### src/rtl/pwm_chan_pkg.sv
package pwm_chan_pkg;

  typedef enum logic [3:0] {
    RI_CTRL = 4'd0,
    RI_MODE = 4'd1,
    RI_OUTC = 4'd2,
    RI_IEN  = 4'd3,
    RI_STAT = 4'd4,
    RI_CNT  = 4'd5,
    RI_CMPA = 4'd6
  } reg_idx_e;

  localparam logic [1:0] MODE_PWM = 2'd2;

  typedef enum logic [1:0] {ACT_KEEP, ACT_LOW, ACT_HIGH, ACT_TOGGLE} pin_act_e;
  typedef enum logic [1:0] {EDGE_RISE, EDGE_FALL, EDGE_BOTH, EDGE_BOTH2} edge_e;

  typedef struct packed {
    logic       en;
    logic [1:0] idx;
  } clr_sel_t;

  // Counter-clear source decode: A=1, B=2, C=5, D=6, others none
  function automatic clr_sel_t decode_clr(input logic [2:0] code);
    clr_sel_t s;
    case (code)
      3'd1:    s = '{en: 1'b1, idx: 2'd0};
      3'd2:    s = '{en: 1'b1, idx: 2'd1};
      3'd5:    s = '{en: 1'b1, idx: 2'd2};
      3'd6:    s = '{en: 1'b1, idx: 2'd3};
      default: s = '{en: 1'b0, idx: 2'd0};
    endcase
    return s;
  endfunction

endpackage

### src/rtl/pwm_tick_gen.sv
module pwm_tick_gen #(
  parameter int PRE_W = 6
) (
  input  logic       clk,
  input  logic       rst,
  input  logic       run,
  input  logic [1:0] div_sel,
  input  logic [1:0] edge_sel,
  output logic       tick
);
  import pwm_chan_pkg::*;

  localparam int TAP_W = $clog2(PRE_W);

  logic [PRE_W-1:0] pre_q, pre_nx;
  logic [TAP_W-1:0] tap;
  logic             old_b, new_b;

  assign pre_nx = pre_q + 1'b1;

  always_comb begin
    case (div_sel)
      2'd1:    tap = TAP_W'(1);
      2'd2:    tap = TAP_W'(3);
      default: tap = TAP_W'(5);
    endcase
  end

  assign old_b = pre_q[tap];
  assign new_b = pre_nx[tap];

  always_comb begin
    if (!run)                tick = 1'b0;
    else if (div_sel == 2'd0) tick = 1'b1;
    else begin
      case (edge_e'(edge_sel))
        EDGE_RISE: tick = !old_b && new_b;
        EDGE_FALL: tick = old_b && !new_b;
        default:   tick = old_b ^ new_b;
      endcase
    end
  end

  always_ff @(posedge clk) begin
    if (rst)      pre_q <= '0;
    else if (run) pre_q <= pre_nx;
  end

  AST_TICK_GATED: assert property (@(posedge clk) disable iff (rst)
    tick |-> run);
  AST_PRE_HOLD: assert property (@(posedge clk) disable iff (rst)
    !run |=> $stable(pre_q));

endmodule

### src/rtl/pwm_count_match.sv
module pwm_count_match #(
  parameter int CNT_W   = 16,
  parameter int NUM_CMP = 4,
  parameter int SEL_W   = $clog2(NUM_CMP)
) (
  input  logic                     clk,
  input  logic                     rst,
  input  logic                     tick,
  input  logic [NUM_CMP*CNT_W-1:0] cmp_flat,
  input  logic                     clr_en,
  input  logic [SEL_W-1:0]         clr_idx,
  input  logic                     cnt_wr,
  input  logic [CNT_W-1:0]         cnt_wdata,
  input  logic                     flag_wr,
  input  logic [NUM_CMP-1:0]       flag_wdata,
  output logic [CNT_W-1:0]         cnt,
  output logic [NUM_CMP-1:0]       flags,
  output logic [NUM_CMP-1:0]       hit,
  output logic                     clr_hit
);

  logic [CNT_W-1:0]   cnt_q;
  logic [NUM_CMP-1:0] flag_q;

  for (genvar i = 0; i < NUM_CMP; i++) begin : g_cmp
    assign hit[i] = (cnt_q == cmp_flat[i*CNT_W +: CNT_W]);

    always_ff @(posedge clk) begin
      if (rst)                             flag_q[i] <= 1'b0;
      else if (tick && hit[i])             flag_q[i] <= 1'b1;
      else if (flag_wr && !flag_wdata[i])  flag_q[i] <= 1'b0;
    end

    AST_FLAG_SET: assert property (@(posedge clk) disable iff (rst)
      (tick && hit[i]) |=> flag_q[i]);
  end

  assign clr_hit = clr_en && hit[clr_idx];

  always_ff @(posedge clk) begin
    if (rst)         cnt_q <= '0;
    else if (cnt_wr) cnt_q <= cnt_wdata;
    else if (tick)   cnt_q <= clr_hit ? '0 : cnt_q + 1'b1;
  end

  assign cnt   = cnt_q;
  assign flags = flag_q;

  AST_CNT_HOLD: assert property (@(posedge clk) disable iff (rst)
    (!tick && !cnt_wr) |=> $stable(cnt_q));
  AST_CNT_WRAP: assert property (@(posedge clk) disable iff (rst)
    (tick && clr_hit && !cnt_wr) |=> (cnt_q == '0));
  AST_CNT_LOAD: assert property (@(posedge clk) disable iff (rst)
    cnt_wr |=> (cnt_q == $past(cnt_wdata)));

endmodule

### src/rtl/pwm_pin_ctl.sv
module pwm_pin_ctl (
  input  logic       clk,
  input  logic       rst,
  input  logic       tick,
  input  logic       run,
  input  logic       pwm_mode,
  input  logic       hit_a,
  input  logic       clr_hit,
  input  logic       init_lvl,
  input  logic [1:0] action,
  input  logic       outc_wr,
  input  logic       outc_wlvl,
  output logic       pin
);
  import pwm_chan_pkg::*;

  logic pin_q, pin_nx, force_lvl;

  assign force_lvl = outc_wr && !run;

  always_comb begin
    pin_nx = pin_q;
    if (hit_a) begin
      case (pin_act_e'(action))
        ACT_LOW:    pin_nx = 1'b0;
        ACT_HIGH:   pin_nx = 1'b1;
        ACT_TOGGLE: pin_nx = !pin_q;
        default:    pin_nx = pin_q;
      endcase
    end
    if (pwm_mode && clr_hit) pin_nx = init_lvl;
  end

  always_ff @(posedge clk) begin
    if (rst)            pin_q <= 1'b0;
    else if (force_lvl) pin_q <= outc_wlvl;
    else if (tick)      pin_q <= pin_nx;
  end

  assign pin = pin_q;

  AST_PIN_FORCE: assert property (@(posedge clk) disable iff (rst)
    (outc_wr && !run) |=> (pin_q == $past(outc_wlvl)));
  AST_PIN_QUIET: assert property (@(posedge clk) disable iff (rst)
    (!tick && !(outc_wr && !run)) |=> $stable(pin_q));
  AST_PIN_RESTORE: assert property (@(posedge clk) disable iff (rst)
    (tick && pwm_mode && clr_hit) |=> (pin_q == $past(init_lvl)));

endmodule

### src/rtl/pwm_timer_chan.sv
module pwm_timer_chan #(
  parameter int DATA_W  = 16,
  parameter int CNT_W   = 16,
  parameter int NUM_CMP = 4,
  parameter int PRE_W   = 6,
  parameter int ADDR_W  = 6
) (
  input  logic              clk,
  input  logic              rst,
  input  logic              start_en,
  input  logic              bus_wr,
  input  logic              bus_rd,
  input  logic [ADDR_W-1:0] bus_addr,
  input  logic [DATA_W-1:0] bus_wdata,
  output logic [DATA_W-1:0] bus_rdata,
  output logic              pin_out
);
  import pwm_chan_pkg::*;

  localparam int IDX_W = ADDR_W - 2;
  localparam int SEL_W = $clog2(NUM_CMP);

  logic [IDX_W-1:0]         ridx;
  logic                     aligned, wr_ok;
  logic [7:0]               ctrl_q;
  logic [1:0]               mode_q;
  logic [2:0]               outc_q;
  logic [NUM_CMP-1:0]       ien_q;
  logic [CNT_W-1:0]         cmp_q [NUM_CMP];
  logic [NUM_CMP*CNT_W-1:0] cmp_flat;
  logic [DATA_W-1:0]        rd_mux, rdata_q;
  logic                     tick, clr_hit, pin_w;
  logic [CNT_W-1:0]         cnt_w;
  logic [NUM_CMP-1:0]       flags_w, hit_w;
  clr_sel_t                 clr_sel;

  assign ridx    = bus_addr[ADDR_W-1:2];
  assign aligned = (bus_addr[1:0] == 2'b00);
  assign wr_ok   = bus_wr && aligned;
  assign clr_sel = decode_clr(ctrl_q[7:5]);

  always_ff @(posedge clk) begin
    if (rst) begin
      ctrl_q <= '0;
      mode_q <= '0;
      outc_q <= '0;
      ien_q  <= '0;
    end else if (wr_ok) begin
      if (ridx == IDX_W'(RI_CTRL)) ctrl_q <= bus_wdata[7:0];
      if (ridx == IDX_W'(RI_MODE)) mode_q <= bus_wdata[1:0];
      if (ridx == IDX_W'(RI_OUTC)) outc_q <= bus_wdata[2:0];
      if (ridx == IDX_W'(RI_IEN))  ien_q  <= bus_wdata[NUM_CMP-1:0];
    end
  end

  for (genvar i = 0; i < NUM_CMP; i++) begin : g_cmpreg
    always_ff @(posedge clk) begin
      if (rst) cmp_q[i] <= '0;
      else if (wr_ok && ridx == IDX_W'(int'(RI_CMPA) + i))
        cmp_q[i] <= bus_wdata[CNT_W-1:0];
    end
    assign cmp_flat[i*CNT_W +: CNT_W] = cmp_q[i];
  end

  always_comb begin
    rd_mux = '0;
    if (aligned) begin
      case (ridx)
        IDX_W'(RI_CTRL): rd_mux = DATA_W'(ctrl_q);
        IDX_W'(RI_MODE): rd_mux = DATA_W'(mode_q);
        IDX_W'(RI_OUTC): rd_mux = DATA_W'(outc_q);
        IDX_W'(RI_IEN):  rd_mux = DATA_W'(ien_q);
        IDX_W'(RI_STAT): rd_mux = DATA_W'(flags_w);
        IDX_W'(RI_CNT):  rd_mux = DATA_W'(cnt_w);
        default: begin
          for (int i = 0; i < NUM_CMP; i++)
            if (ridx == IDX_W'(int'(RI_CMPA) + i)) rd_mux = DATA_W'(cmp_q[i]);
        end
      endcase
    end
  end

  always_ff @(posedge clk) begin
    if (rst)         rdata_q <= '0;
    else if (bus_rd) rdata_q <= rd_mux;
  end

  assign bus_rdata = rdata_q;

  pwm_tick_gen #(.PRE_W(PRE_W)) u_tick (
    .clk      (clk),
    .rst      (rst),
    .run      (start_en),
    .div_sel  (ctrl_q[1:0]),
    .edge_sel (ctrl_q[4:3]),
    .tick     (tick)
  );

  pwm_count_match #(.CNT_W(CNT_W), .NUM_CMP(NUM_CMP), .SEL_W(SEL_W)) u_count (
    .clk        (clk),
    .rst        (rst),
    .tick       (tick),
    .cmp_flat   (cmp_flat),
    .clr_en     (clr_sel.en),
    .clr_idx    (SEL_W'(clr_sel.idx)),
    .cnt_wr     (wr_ok && ridx == IDX_W'(RI_CNT)),
    .cnt_wdata  (bus_wdata[CNT_W-1:0]),
    .flag_wr    (wr_ok && ridx == IDX_W'(RI_STAT)),
    .flag_wdata (bus_wdata[NUM_CMP-1:0]),
    .cnt        (cnt_w),
    .flags      (flags_w),
    .hit        (hit_w),
    .clr_hit    (clr_hit)
  );

  pwm_pin_ctl u_pin (
    .clk       (clk),
    .rst       (rst),
    .tick      (tick),
    .run       (start_en),
    .pwm_mode  (mode_q == MODE_PWM),
    .hit_a     (hit_w[0]),
    .clr_hit   (clr_hit),
    .init_lvl  (outc_q[2]),
    .action    (outc_q[1:0]),
    .outc_wr   (wr_ok && ridx == IDX_W'(RI_OUTC)),
    .outc_wlvl (bus_wdata[2]),
    .pin       (pin_w)
  );

  assign pin_out = pin_w;

  AST_RD_HOLD: assert property (@(posedge clk) disable iff (rst)
    !bus_rd |=> $stable(bus_rdata));
  AST_STOP_NO_TICK: assert property (@(posedge clk) disable iff (rst)
    !start_en |-> !tick);

endmodule

### config.mk
export PLATFORM = sky130hd
export DESIGN_NAME = pwm_timer_chan
export DESIGN_NICKNAME = d
export VERILOG_FILES = /design/src/rtl/pwm_chan_pkg.sv /design/src/rtl/pwm_tick_gen.sv /design/src/rtl/pwm_count_match.sv /design/src/rtl/pwm_pin_ctl.sv /design/src/rtl/pwm_timer_chan.sv
export SDC_FILE = /design/constraint.sdc
export NUM_CORES = 1
export LEC_CHECK = 0
export CELL_PAD_IN_SITES_DETAIL_PLACEMENT = 0
export CELL_PAD_IN_SITES_GLOBAL_PLACEMENT = 1
export CORE_MARGIN = 3
export CORE_UTILIZATION = 47
export CTS_CLUSTER_SIZE = 20
export DETAILED_ROUTE_END_ITERATION = 10
export PLACE_DENSITY = 0.85
export SYNTH_ARGS = -nofsm -noshare
export SYNTH_HDL_FRONTEND = slang
export SYNTH_SLANG_ARGS = --single-unit
### constraint.sdc
create_clock -name clk -period 3.9 [get_ports clk]
set_input_delay 0.39 -clock clk [delete_from_list [all_inputs] [get_ports clk]]
set_output_delay 0.39 -clock clk [all_outputs]
set_load 0.005 [all_outputs]
After elaboration in Yosys (flattened, before gate mapping)

Memories as Yosys holds them, arrays and structs flattened.
Cells that the tools add are included.

Logic and storage cells: 143
Output and inout port bits: 17
Memories kept: 1
Bits of input ports: 27
Flip-flop bits (word level): 60
Bits in writable memories: 64

Memory list:

| name  | depth | width | rd ports | clocked after Yosys merged registers in | write ports | RTL line             | RTL |
|---|---|---|---|---|---|---|---|
| cmp_q | 4     | 16    | 4        | 0                                       | 4           | pwm_timer_chan.sv:29 | `logic [CNT_W-1:0] cmp_q [NUM_CMP];` |

$lt $le $gt $ge: 2
Eq/ne operators: 24
Add/subtract/negate cells: 2
Reductions and logical operators: 46
Bitwise operators: 5
Mux-type cells: 51

Operators with widths:

| operator                                                                     | count |
|---|---|
| 16-bit 2-to-1 mux                                                            | 12 |
| 16-bit one-hot mux with 6 select lines                                       | 1 |
| 16-bit equality test                                                         | 4 |
| 1-bit 2-to-1 mux                                                             | 31 |
| 1-bit logical AND                                                            | 21 |
| 16-bit by 1-bit adder with 16-bit output, second input constant              | 1 |
| 4-bit by 3-bit equality test with 1-bit output, second input constant        | 4 |
| 3-bit one-hot mux with 4 select lines                                        | 1 |
| 2-bit nonzero test                                                           | 6 |
| 2-bit equality test, second input constant                                   | 4 |
| 4-bit by 2-bit equality test with 1-bit output, second input constant        | 2 |
| 4-bit equality test, second input constant                                   | 2 |
| 1-bit zero test                                                              | 8 |
| 2-bit AND reduction                                                          | 4 |
| 6-bit by 1-bit adder with 6-bit output, second input constant                | 1 |
| 1-bit binary-select mux with 3-bit select                                    | 2 |
| 2-bit by 1-bit equality test with 1-bit output, second input constant        | 3 |
| 3-bit equality test, second input constant                                   | 2 |
| 2-bit zero test                                                              | 3 |
| 3-bit one-hot mux with 2 select lines                                        | 1 |
| 5-bit nonzero test                                                           | 1 |
| 4-bit by 1-bit equality test with 1-bit output, second input constant        | 1 |
| 4-bit zero test                                                              | 1 |
| 3-bit by 4-bit less-than comparator with 1-bit output, second input constant | 1 |
| 10 further kinds                                                             | 13 |

Depth between registers and ports, before layout

Word-level depth: 11
Mapped depth: 15
Mapped depth without buffers: 15

Hierarchy

Synthesis repeated with hierarchy kept, for this count alone.

Cells, all modules: 705
Area total of the unflattened synthesis: 7075.5 um^2

By module, submodules not included:

| module          | area each (um^2) | times used | cells each | sequential area each (um^2) |
|---|---|---|---|---|
| pwm_timer_chan  | 4575.6           | 1          | 395        | 2582.5 |
| pwm_count_match | 1975.6           | 1          | 249        | 400.4 |
| pwm_tick_gen    | 415.4            | 1          | 47         | 120.1 |
| pwm_pin_ctl     | 108.9            | 1          | 14         | 20.0 |

Least setup slack after synthesis

Ideal clock, no wire load.

Path kind: register -> register
Start: register ctrl_q[0]
End: register u_pin.pin_q, in the netlist u_pin.pin
Path slack: 1.224 ns
Arrival: 2.547 ns
Data required time: 3.771 ns
Library setup time: 0.129 ns
Cell stages (with the launch flop): 14
Path through: dfxtp_1 > inv_1 > ha_1 > nor2b_1 > o32ai_1 > inv_1 > ha_1 > mux2i_1 > o21ai_2 > or2_2 > nor2_1 > a311oi_1 > a31oi_1 > o41ai_2

Longest elaborated chain between the ends: 11
Elaborated cells between the ends (all ways): 18

Ends and longest elaborated chain:

| what                                                                                  | RTL line                               | RTL |
|---|---|---|
| start: declaration                                                                    | pwm_timer_chan.sv:25                   | `logic [7:0] ctrl_q;` |
| start signal: assignment                                                              | pwm_timer_chan.sv:49                   | `if (ridx == IDX_W'(RI_CTRL)) ctrl_q <= bus_wdata[7:0];` |
| 2-bit equality test or 2-bit by 1-bit equality test with 1-bit output (tied branches) | pwm_tick_gen.sv:22                     | `case (div_sel)` |
| 3-bit one-hot mux with 2 select lines                                                 | pwm_tick_gen.sv:22                     |  |
| 1-bit binary-select mux with 3-bit select, on equally long branches                   | pwm_tick_gen.sv:30, pwm_tick_gen.sv:29 |  |
| 1-bit 2-to-1 mux, on equally long branches                                            | pwm_tick_gen.sv:30, pwm_tick_gen.sv:29 |  |
| 1-bit zero test, on equally long branches                                             | pwm_tick_gen.sv:38, pwm_tick_gen.sv:37 |  |
| 1-bit logical AND, on equally long branches                                           | pwm_tick_gen.sv:38, pwm_tick_gen.sv:37 |  |
| 1-bit one-hot mux with 2 select lines                                                 | pwm_tick_gen.sv:36                     | `case (edge_e'(edge_sel))` |
| 1-bit 2-to-1 mux (*)                                                                  | pwm_tick_gen.sv:34                     | `else if (div_sel == 2'd0) tick = 1'b1;` |
| 1-bit 2-to-1 mux (*)                                                                  | pwm_tick_gen.sv:33                     | `if (!run) tick = 1'b0;` |
| 2-bit nonzero test (no line) (*)                                                      | n/a                                    |  |
| 3-bit AND reduction (no line) (*)                                                     | n/a                                    |  |
| end signal: assignment                                                                | pwm_pin_ctl.sv:36                      | `else if (force_lvl) pin_q <= outc_wlvl;` |
| end signal: assignment                                                                | pwm_pin_ctl.sv:37                      | `else if (tick) pin_q <= pin_nx;` |
| end: declaration                                                                      | pwm_pin_ctl.sv:17                      | `logic pin_q, pin_nx, force_lvl;` |

Mark *: on every way between the ends. The rest lies on a longest branch, timed or not. The select of a mux whose other input is x is not followed.
A chain may end at the register's enable or synchronous reset.

Worst setup path after layout

Same ends and word-level chain as after synthesis.

==> impl_metrics.yaml <==
sta:
  tns_ns: 0
  rsz0062_at_grt: "no"
  fin_crit_sh: 0.847
  fmax_ghz: 0.303
  fin_worst_skew_ns: 0.00844
  slew_headroom: 0.364
  hold_viol: 0
  drv_slew: 0
  setup_viol_count_final: 0
  fin_crit_ns: 3.30
  tightest_slew_ns: 0.953
clocking:
  clk_pin_slew_ns: 0.05
  cts_tree: "yes"
  insertion_delay_ns: 0.43
  cts_sinks: 124
  root_buffer: "clkbuf_16"
  ctsHoldBuffers: 0
  post_cts_buffers: 0
  htreeDepth: 4
  ctsLongestPathBuffers: 2
  post_cts_resized: 0
  cts-buffers-inserted: 17
grt:
  grt_max_degree: 36
  grt_pass1_vias: 5446
  grt_antenna_before_repair: 0
  grt-ovfl-total: 0
  grtUsageTotal: 0.246
  grt_first_pass_wirelength_um: 30000
pwr:
  leakagePower_nw: 3.00
  power_mw: 3.32
  cellPowerDensity_nw_per_um2: 423
  ir_drop_mv: 0.325
synth:
  synth.top_cell.area_share: 0.286
  ys_top_cells_by_count: "nor2_1 (71), xor2_1 (69), and2_1 (65)"
  synth_nets: 721
  synthMuxAreaShare: 0.0438
  synth_cells: 688
  synth-adder-area-share: 0.0112
  synthTopCellsByArea: "edfxtp_1 (29%), dfxtp_1 (18%), xor2_1 (9.0%)"
  ys_ff_latch: 124
  ys_warn_count: 0
  ys_seq_area_frac: 0.465
  yosysMostFrequentCell: "nor2_1"
  synth_top_family_by_area: "simple AND/OR/NAND/NOR gates"
  synth-xor-area-share: 0.0913
  ys.flop_type: "edfxtp_1"
  yosys.area.top_type: "edfxtp_1"
  synth-edff-count: 64
  synth_compound_area_frac: 0.142
  synth_async_sr_flop_share: 0
  postSynthAreaPerCell_um2: 9.76
  syn_area_um2: 6720
  synthSimpleGateAreaFrac: 0.205
  synthDistinctLibCells: 55
outcome:
  outcome: "finished clean"
floorplanning:
  core-area_um2: 13900
  rows: 43
  die_h_um: 126
  fp.dieW_um: 126
  io-pin-count: 44
  initial_core_util: 0.482
  die_area_um2: 15800
hold_path:
  worstHoldPathType: "register to register"
  hold_end: "u_count.flags[1]$_SDFFE_PP0P_"
  hp-start: "u_count.flags[1]$_SDFFE_PP0P_"
  min_path_cells: 2
placed_design:
  placed_area_um2: 7240
  portBuffers: 43
  gp_congestion: 0.947
  hpwlAfterDp_um: 13400
critical_path:
  r2r_slack_ns: 0.60
  worstPathRequired_ns: 4.23
  end_kind: "register"
  crit_fanout: 13
  path_class: "register to register"
  arrival_ns: 3.63
  regToRegStartpoint: "ctrl_q[0]$_SDFFE_PP0P_"
  reg2reg_depth: 14
  start_kind: "register"
  timing.rr.end: "u_pin.pin$_SDFFE_PP0P_"
routing:
  dr.pass1.iters: 8
  vias: 5502
  avgRoutedWirePerCell_um: 21.1
  drc_errors: 0
  viasPerCell: 6.07
  drt_iter0_markers: 626
  ant_nets: 0
  drt_wl_total_um: 19100
cells_and_area:
  num_antenna_cells: 0
  area_growth_pct: 16.8
  fin_nets: 746
  final_area_um2: 7850
  drive_gt1_frac: 0.0826
run:
  cap_viol_max_count: 0
==> state kept, by name, summed over array words and instances (netlist names) <==
register / cells
outc_q: 3
u_count.cnt: 16
u_pin.pin: 1
bus_rdata: 16
ctrl_q: 8
u_count.flags: 4
ien_q: 4
u_tick.pre_q: 6
cmp_q: 64
mode_q: 2
==> worst max path at each step <==
| stage | startpoint | to | cells after the start |
|---|---|---|---|
| floorplan | ctrl_q[0]$_SDFFE_PP0P_ | u_pin.pin$_SDFFE_PP0P_ | 13 |
| global placement | ctrl_q[0]$_SDFFE_PP0P_ | u_pin.pin$_SDFFE_PP0P_ | 14 |
| detailed placement | ctrl_q[0]$_SDFFE_PP0P_ | u_pin.pin$_SDFFE_PP0P_ | 14 |
| CTS | ctrl_q[0]$_SDFFE_PP0P_ | u_pin.pin$_SDFFE_PP0P_ | 14 |
| global route | ctrl_q[0]$_SDFFE_PP0P_ | u_pin.pin$_SDFFE_PP0P_ | 14 |
| finish | ctrl_q[0]$_SDFFE_PP0P_ | u_pin.pin$_SDFFE_PP0P_ | 14 |
==> placed cells by master (no fill, tap or decap), types with 16 or more instances in the layout <==
master / instances
nor2_1: 71
o21ai_0: 18
a21oi_1: 33
dfxtp_1: 60
edfxtp_1: 64
clkdlybuf4s50_1: 42
and2_1: 65
xor2_1: 69
nand2_1: 37
clkbuf_16: 17
mux2i_1: 26
nor4_1: 18
buf_4: 16
==> metrics by stage <==
step           utilization  hold WS (ns)  setup slack (ns)  instances
3_5_place_dp         0.520         0.466             0.591        874
5_1_grt              0.563         0.504             0.398        906
3_3_place_gp         0.520         0.464             0.709        874
2_1_floorplan            -         0.453              1.22        688
6_report             0.563         0.476             0.598        906
4_1_cts              0.563         0.473             0.569        906
==> worst max-delay path, cell delays in order, from the launching register on <==
cell and delay, ns:
dfxtp_1 0.39, inv_1 0.09, ha_1 0.36, nor2b_1 0.15, o32ai_1 0.34, inv_1 0.09, ha_1 0.19, mux2i_1 0.12
mux2i_1 0.11, o21ai_2 0.48, or2_2 0.25, nor2_1 0.06, a311oi_1 0.33, a31oi_1 0.17, o41ai_2 0.07
==> area by class of cell <==
class	instances	area (um^2)
Inverter	8	30.0
Sequential cell	124	3120
Fill cell	1173	6090
Clock inverter	14	176
Clock buffer	18	429
Multi-Input combinational cell	503	3320
Timing Repair Buffer	59	546
Tap cell	180	225
==> power by group <==
group / switching, mW / internal [mW]
clock: 0.573 / 1.06
combinational: 0.140 / 0.0875
sequential: 0.0441 / 1.42
total: 0.757 / 2.56
==> layer usage <==
layer  global-route usage  part of all wire  vias to the layer above
met1                0.321              0.41                     2642
li1                     -                 -                     2532
met4               0.0969             0.030                        0
met5                    0                 0                        -
met2                0.384              0.46                      280
met3               0.0752             0.094                       48
==> cells by family (layout without fill, tap and decap cells) <==
| family | Yosys count | count (layout) |
|---|---|---|
| fa+ha+maj | 6 | 6 |
| mux | 29 | 29 |
| xor+xnor | 70 | 70 |
| compound gates | 136 | 136 |
| simple gates | 262 | 262 |
| buf+inv | 61 | 99 |
| flops | 124 | 124 |
Power figures use the tool's default switching activity.
